--- config.mk ---
export PLATFORM = sky130hd
export DESIGN_NAME = canfd_txfetch
export DESIGN_NICKNAME = d
export VERILOG_FILES = /design/src/rtl/canfd_txf_pkg.sv /design/src/rtl/canfd_txf_decode.sv /design/src/rtl/canfd_txf_ptrs.sv /design/src/rtl/canfd_txf_seq.sv /design/src/rtl/canfd_txfetch.sv
export SDC_FILE = /design/constraint.sdc
export NUM_CORES = 1
export LEC_CHECK = 0
export BUFFER_PORTS_ARGS = -buffer_cell sky130_fd_sc_hd__buf_2
export CAP_MARGIN = 20
export CELL_PAD_IN_SITES_DETAIL_PLACEMENT = 0
export CELL_PAD_IN_SITES_GLOBAL_PLACEMENT = 2
export CORE_MARGIN = 2
export CORE_UTILIZATION = 33
export DETAILED_ROUTE_END_ITERATION = 10
export GPL_TIMING_DRIVEN = 1
export PLACE_DENSITY = 0.92
export SLEW_MARGIN = 25
export SYNTH_ARGS = -nofsm -noshare
export SYNTH_HDL_FRONTEND = slang
export SYNTH_HIERARCHICAL = 1
export SYNTH_SLANG_ARGS = --single-unit
--- constraint.sdc ---
create_clock -name clk -period 9.65 [get_ports clk]
set_clock_uncertainty 0.15 [all_clocks]
set_input_delay 1.4475 -clock clk [delete_from_list [all_inputs] [get_ports clk]]
set_output_delay 1.4475 -clock clk [all_outputs]
set_load 0.02 [all_outputs]
--- src/rtl/canfd_txf_pkg.sv ---
// Shared types and helpers for the CAN FD transmit fetcher.
// Assumes 64-bit memory words and 16-byte frame slots.
package canfd_txf_pkg;

    localparam int WORD_BYTES = 8;
    localparam int SLOT_SHIFT = 4;

    typedef enum logic [2:0] {
        ST_IDLE, ST_HREQ, ST_HWAIT, ST_HOUT, ST_DREQ, ST_DWAIT, ST_DOUT
    } fetch_state_e;

    typedef struct packed {
        logic        ext;
        logic        rtr;
        logic [29:0] id;
        logic [2:0]  fdopt;
        logic [6:0]  len;
        logic [3:0]  nwords;
        logic [2:0]  nslots;
    } frame_info_t;

    // Byte length for a DLC code; classic frames clamp at 8.
    function automatic logic [6:0] dlc_to_len(input logic [3:0] dlc, input logic fd);
        logic [6:0] l;
        if (dlc <= 4'd8)   l = {3'b000, dlc};
        else if (!fd)      l = 7'd8;
        else begin
            case (dlc)
                4'd9:    l = 7'd12;
                4'd10:   l = 7'd16;
                4'd11:   l = 7'd20;
                4'd12:   l = 7'd24;
                4'd13:   l = 7'd32;
                4'd14:   l = 7'd48;
                default: l = 7'd64;
            endcase
        end
        return l;
    endfunction

endpackage

--- src/rtl/canfd_txf_decode.sv ---
// Header decoder: turns the upper header bits into frame fields,
// payload word count and slot count. Purely combinational.
// Assumes the header word layout of R3 (word 0 in bits 63:32).
module canfd_txf_decode
    import canfd_txf_pkg::*;
(
    input  logic [63:25] hdr,
    output frame_info_t  info
);
    logic       fd;
    logic [6:0] len;
    logic [7:0] len_rnd;

    // Field extraction and length arithmetic.
    always_comb begin
        fd          = hdr[25];
        len         = dlc_to_len(hdr[31:28], fd);
        len_rnd     = {1'b0, len} + 8'd7;
        info.ext    = hdr[63];
        info.rtr    = hdr[62];
        info.id     = hdr[63] ? hdr[61:32] : {18'd0, hdr[61:50]};
        info.fdopt  = hdr[27:25];
        info.len    = len;
        info.nwords = len_rnd[6:3];
        info.nslots = fd ? (3'd1 + len_rnd[6:4]) : 3'd1;
    end
endmodule

--- src/rtl/canfd_txf_ptrs.sv ---
// Pointer registers: buffer size, write offset and read offset.
// Assumes offsets are byte offsets below the size; a size write
// clears both offsets, misaligned write-offset writes are dropped.
module canfd_txf_ptrs #(
    parameter int AW = 16
) (
    input  logic          clk,
    input  logic          rst_n,
    input  logic          size_we,
    input  logic [AW-1:0] size_wdata,
    input  logic          wptr_we,
    input  logic [AW-1:0] wptr_wdata,
    input  logic          adv,
    input  logic [2:0]    adv_slots,
    output logic [AW-1:0] size_q,
    output logic [AW-1:0] wptr_q,
    output logic [AW-1:0] rptr_q
);
    localparam int SW = AW + 1;

    logic [SW-1:0] sum;
    logic [AW-1:0] rptr_nxt;

    // Read offset after a frame, wrapped by subtracting the size.
    always_comb begin
        sum = {1'b0, rptr_q} + (SW'(adv_slots) << canfd_txf_pkg::SLOT_SHIFT);
        if (sum >= {1'b0, size_q}) rptr_nxt = AW'(sum - {1'b0, size_q});
        else                       rptr_nxt = AW'(sum);
    end

    // Register updates; a size write has priority.
    always_ff @(posedge clk) begin
        if (!rst_n) begin
            size_q <= '0;
            wptr_q <= '0;
            rptr_q <= '0;
        end else if (size_we) begin
            size_q <= size_wdata;
            wptr_q <= '0;
            rptr_q <= '0;
        end else begin
            if (wptr_we && (wptr_wdata[3:0] == 4'd0)) wptr_q <= wptr_wdata;
            if (adv) rptr_q <= rptr_nxt;
        end
    end
endmodule

--- src/rtl/canfd_txf_seq.sv ---
// Fetch sequencer: reads the header, then each payload word, and
// offers them as stream beats. Keeps one memory read in flight and
// assumes the read data returns some cycles after the request.
module canfd_txf_seq
    import canfd_txf_pkg::*;
#(
    parameter int AW = 16
) (
    input  logic          clk,
    input  logic          rst_n,
    input  logic          flush,
    input  logic          enable,
    input  logic [AW-1:0] size_q,
    input  logic [AW-1:0] rptr_q,
    input  logic [AW-1:0] wptr_q,
    output logic          mem_req,
    output logic [AW-1:0] mem_addr,
    input  logic          mem_rvalid,
    input  logic [63:0]   mem_rdata,
    output logic          out_valid,
    input  logic          out_ready,
    output logic          out_first,
    output logic          out_last,
    output logic [63:0]   out_data,
    output frame_info_t   info,
    output logic          adv,
    output logic [2:0]    adv_slots,
    output logic          idle
);
    fetch_state_e  state;
    logic [63:0]   hdr_q;
    logic [63:0]   dat_q;
    logic [AW-1:0] addr_q;
    logic [3:0]    wcnt;
    logic [AW:0]   addr_sum;
    logic [AW-1:0] addr_nxt;
    logic          take;

    canfd_txf_decode u_dec (
        .hdr  (hdr_q[63:25]),
        .info (info)
    );

    // Next word address, wrapping to offset 0 at the buffer end.
    always_comb begin
        addr_sum = {1'b0, addr_q} + (AW+1)'(WORD_BYTES);
        if (addr_sum >= {1'b0, size_q}) addr_nxt = AW'(addr_sum - {1'b0, size_q});
        else                            addr_nxt = AW'(addr_sum);
    end

    // Stream and memory port outputs from the state.
    always_comb begin
        mem_req   = (state == ST_HREQ) || (state == ST_DREQ);
        mem_addr  = addr_q;
        out_valid = (state == ST_HOUT) || (state == ST_DOUT);
        out_first = (state == ST_HOUT);
        out_last  = (state == ST_HOUT) ? (info.nwords == 4'd0) : (wcnt == 4'd1);
        out_data  = (state == ST_HOUT) ? hdr_q : dat_q;
        take      = out_valid && out_ready;
        adv       = take && out_last && !flush;
        adv_slots = info.nslots;
        idle      = (state == ST_IDLE);
    end

    // Frame fetch state machine.
    always_ff @(posedge clk) begin
        if (!rst_n) begin
            state  <= ST_IDLE;
            hdr_q  <= '0;
            dat_q  <= '0;
            addr_q <= '0;
            wcnt   <= '0;
        end else if (flush) begin
            state <= ST_IDLE;
        end else begin
            case (state)
                ST_IDLE: if (enable && (rptr_q != wptr_q)) begin
                    addr_q <= rptr_q;
                    state  <= ST_HREQ;
                end
                ST_HREQ: state <= ST_HWAIT;
                ST_HWAIT: if (mem_rvalid) begin
                    hdr_q  <= mem_rdata;
                    addr_q <= addr_nxt;
                    state  <= ST_HOUT;
                end
                ST_HOUT: if (take) begin
                    if (info.nwords == 4'd0) state <= ST_IDLE;
                    else begin
                        wcnt  <= info.nwords;
                        state <= ST_DREQ;
                    end
                end
                ST_DREQ: state <= ST_DWAIT;
                ST_DWAIT: if (mem_rvalid) begin
                    dat_q  <= mem_rdata;
                    addr_q <= addr_nxt;
                    state  <= ST_DOUT;
                end
                ST_DOUT: if (take) begin
                    if (wcnt == 4'd1) state <= ST_IDLE;
                    else begin
                        wcnt  <= wcnt - 4'd1;
                        state <= ST_DREQ;
                    end
                end
                default: state <= ST_IDLE;
            endcase
        end
    end
endmodule

--- src/rtl/canfd_txfetch.sv ---
// CAN FD transmit descriptor fetcher top. Connects the pointer
// registers to the fetch sequencer and exposes decoded frame fields.
// Assumes software keeps the write offset inside the buffer.
module canfd_txfetch
    import canfd_txf_pkg::*;
#(
    parameter int AW = 16
) (
    input  logic          clk,
    input  logic          rst_n,
    input  logic          cfg_enable,
    input  logic          size_we,
    input  logic [AW-1:0] size_wdata,
    input  logic          wptr_we,
    input  logic [AW-1:0] wptr_wdata,
    output logic [AW-1:0] rd_ptr,
    output logic          mem_req,
    output logic [AW-1:0] mem_addr,
    input  logic          mem_rvalid,
    input  logic [63:0]   mem_rdata,
    output logic          out_valid,
    input  logic          out_ready,
    output logic          out_first,
    output logic          out_last,
    output logic [63:0]   out_data,
    output logic          frm_ext,
    output logic          frm_rtr,
    output logic [29:0]   frm_id,
    output logic [2:0]    frm_fdopt,
    output logic [6:0]    frm_len
);
    logic [AW-1:0] size_q;
    logic [AW-1:0] wptr_q;
    logic [AW-1:0] rptr_q;
    logic          adv;
    logic [2:0]    adv_slots;
    logic          seq_idle;
    frame_info_t   info;

    canfd_txf_ptrs #(.AW(AW)) u_ptrs (
        .clk        (clk),
        .rst_n      (rst_n),
        .size_we    (size_we),
        .size_wdata (size_wdata),
        .wptr_we    (wptr_we),
        .wptr_wdata (wptr_wdata),
        .adv        (adv),
        .adv_slots  (adv_slots),
        .size_q     (size_q),
        .wptr_q     (wptr_q),
        .rptr_q     (rptr_q)
    );

    canfd_txf_seq #(.AW(AW)) u_seq (
        .clk        (clk),
        .rst_n      (rst_n),
        .flush      (size_we),
        .enable     (cfg_enable),
        .size_q     (size_q),
        .rptr_q     (rptr_q),
        .wptr_q     (wptr_q),
        .mem_req    (mem_req),
        .mem_addr   (mem_addr),
        .mem_rvalid (mem_rvalid),
        .mem_rdata  (mem_rdata),
        .out_valid  (out_valid),
        .out_ready  (out_ready),
        .out_first  (out_first),
        .out_last   (out_last),
        .out_data   (out_data),
        .info       (info),
        .adv        (adv),
        .adv_slots  (adv_slots),
        .idle       (seq_idle)
    );

    // Frame field outputs.
    always_comb begin
        rd_ptr    = rptr_q;
        frm_ext   = info.ext;
        frm_rtr   = info.rtr;
        frm_id    = info.id;
        frm_fdopt = info.fdopt;
        frm_len   = info.len;
    end
endmodule

==> results.cfg <==
[global_route]
overflow = 0
grt_util_met2_pct = 33.72
grt_use_total_pct = 21.23
met1_usage_pct = 28.14
grt-busiest-layer = met2
grt_pass1_vias = 10700
grt_antenna_before_repair = 5
met3_usage_pct = 5.061
grt_pass1_wl_um = 60320
grt_max_degree = 84

[synth]
yosysSeqAreaShare_pct = 34.57
syn_nets = 1729
synth_enable_flop_cells = 0
ys_ff_latch = 199
synth_area_um2 = 11520
yosysWarnings = 6
synth_ff_type = dfxtp_1
async_reset_ff_share_pct = 0
synth_top_area_share_pct = 34.57
yosys.area.top_type = dfxtp_1
synth_top_cells_by_area = dfxtp_1, nand2_1, a21oi_1, ha_1, clkbuf_1
syn_inst = 1584
ys_types = 93
avgSynthCellArea_um2 = 7.276

[sta]
tns_ps = 0
post-route-period-util_pct = 58.49
final_hold_viol_count = 0
hold-worst-slack_ps = 305.0
fin_crit_ps = 5645
finalSetupViolCount = 0
max_freq_mhz = 177.2
fin_ws_ps = 4005
slew_headroom_pct = 31.15
finalMaxSlewViolations = 0
rsz0062_at_grt = false
tightest_slew_ps = 1029

[worst_setup_path]
crit_path_start_kind = flop
cp_top_family = compound AO/OA/AOI/OAI gates
worstSetupPathType = reg -> reg
worstPathCellList = inv_1, nor3_1, ha_1, and2_1, ha_1, a21o_1, a21oi_1, nor2_1, xor2_1, ha_1, o21a_2, a2bb2oi_2, a31oi_4, o221ai_4, nor2_1, o21ai_0, a31oi_1
required_ps = 9880
cpPeakStageDelay_ps = 820
cp.buffers_inverters = 1
setup.worst_path.end_class = flop
cpMostUsedCell = ha_1
cp_max_fo = 14
cp.arrival_ps = 5870
worst_path_max_delay_cell = nor2_1

[clock_tree]
cts_resized = 0
clock_latency_ps = 460
cts_hold_buf = 0
clkSinkCount = 199
cts_tree = built
ctsHtreeMaxLevel = 4
cts_made_buffers = 17
cts_root_buffer = clkbuf_16
cts_setup_buffers = 0
max-clock-path-buffers = 2
path_clk_slew_ps = 80

[detailed_routing]
dr.first_iter.drc_count = 835
wl_um = 38940
postRouteAntennaNets = 0
drc_errors = 0
dr.pass1.iters = 7
routed-via-count = 11330
viasPerCell = 5.080
wl_per_cell_um = 17.46

[power]
power_density_nw_per_um2 = 130.7
leakage_nw = 5.914
ir_drop_uv = 127.0

[placed_design]
dp_hpwl_um = 27010
numPortBuffers = 244
place_congestion = 0.8863
place_inst = 2194
pre_cts_ws_ps = 4039

[die]
rows = 68
die_height_um = 190.9
initial_utilization_pct = 33.45
coreArea_um2 = 34460
die_w_um = 190.9
ios = 245
dieArea_um2 = 36440

[layout]
fin_cells = 2230
area_growth_pct = 17.90
nets = 1903
layout_commonest_cell = nand2_1
fillers = 3701
mostFrequentLayoutCells = nand2_1, buf_2, dfxtp_1, a21oi_1, inv_1
drive_above_1_share_pct = 19.48

[hold_path]
hold_class = reg -> reg

[flow_run]
max-cap-violations = 0

[outcome]
status = finished, final reports clean
where the power goes:
part / switching [mW] / internal, mW / total, mW
logic: 0.112 / 0.0732 / 0.185
registers: 0.00711 / 0.826 / 0.833
clock network: 0.377 / 0.381 / 0.758
total: 0.496 / 1.28 / 1.78
Yosys cell counts (all sizes together) (15+ instances only):
cell	instances
o21ai	47
mux2i	22
nor3	15
a21o	17
nand3	27
nor2b	20
ha	39
a21oi	192
xnor2	27
inv	52
xor2	29
buf	31
and2	25
nor2	40
nand2b	17
clkbuf	70
nand2	533
dfxtp	199
worst min-delay path, stage by stage, from the launching register on:
cell     delay, ps
dfxtp_1        310
nand2_1         50
a21oi_1         50
worst paths after layout:
path	from	endpoint	slack [ps]	cells after the start
hold / removal	u_seq/dat_q[17]	u_seq/dat_q[17]	300	2
hold reg to reg	u_seq/dat_q[17]	u_seq/dat_q[17]	300	2
setup reg to reg	u_seq/hdr_q[30]	u_ptrs/rptr_q[11]	4010	17
setup / recovery	u_seq/hdr_q[30]	u_ptrs/rptr_q[11]	4010	17
cells by family (layout without fill, tap and decap cells):
kind of cell | Yosys count | in the layout | synth area share (%)
adders and majority gates | 42 | 42 | 4.755
muxes | 35 | 35 | 3.181
AOI/OAI and AO/OA | 345 | 345 | 18.65
other | 0 | 4 | 0
buffers and inverters | 154 | 341 | 5.797
DFF | 199 | 199 | 34.57
xor gates and xnor gates | 56 | 56 | 4.256
and+or+nand+nor | 753 | 753 | 28.79
layout make-up:
| cell class | instances | area, um^2 | area share, % |
|---|---|---|---|
| antenna | 4 | 10.01 | 0.07366 |
| sequential | 199 | 3985 | 29.33 |
| multi-input combinational | 1231 | 6887 | 50.68 |
| tap | 455 | 569.3 | 4.190 |
| clock inverter | 14 | 185.2 | 1.363 |
| clock buffer | 18 | 439.2 | 3.232 |
| inverter | 53 | 201.4 | 1.483 |
| timing repair buffer | 256 | 1311 | 9.650 |
flip-flops by register name, summed over array words and instances, names as in the netlist:
register	cells
u_ptrs/rptr_q	16
u_ptrs/size_q	16
u_ptrs/wptr_q	16
u_seq/dat_q	64
u_seq/hdr_q	64
u_seq/mem_addr	16
u_seq/state	3
u_seq/wcnt	4
stage by stage:
stage / power [mW] / cell area (um^2) / util, %
after floorplan: 0.9724 / 11520 / -
after global placement: 1.034 / 12950 / 37.59
after detailed placement: 1.035 / 12950 / 37.59
after CTS: 1.797 / 13580 / 39.40
after global routing: 1.845 / 13590 / 39.43
final: 1.776 / 13590 / 39.43
per-layer routing:
layer / wire, um / share of wire, %
met5: 27 / 0.069
met4: 670 / 1.7
met3: 2421 / 6.2
met2: 18070 / 46
met1: 17760 / 46
Power figures use the tool's default switching activity.
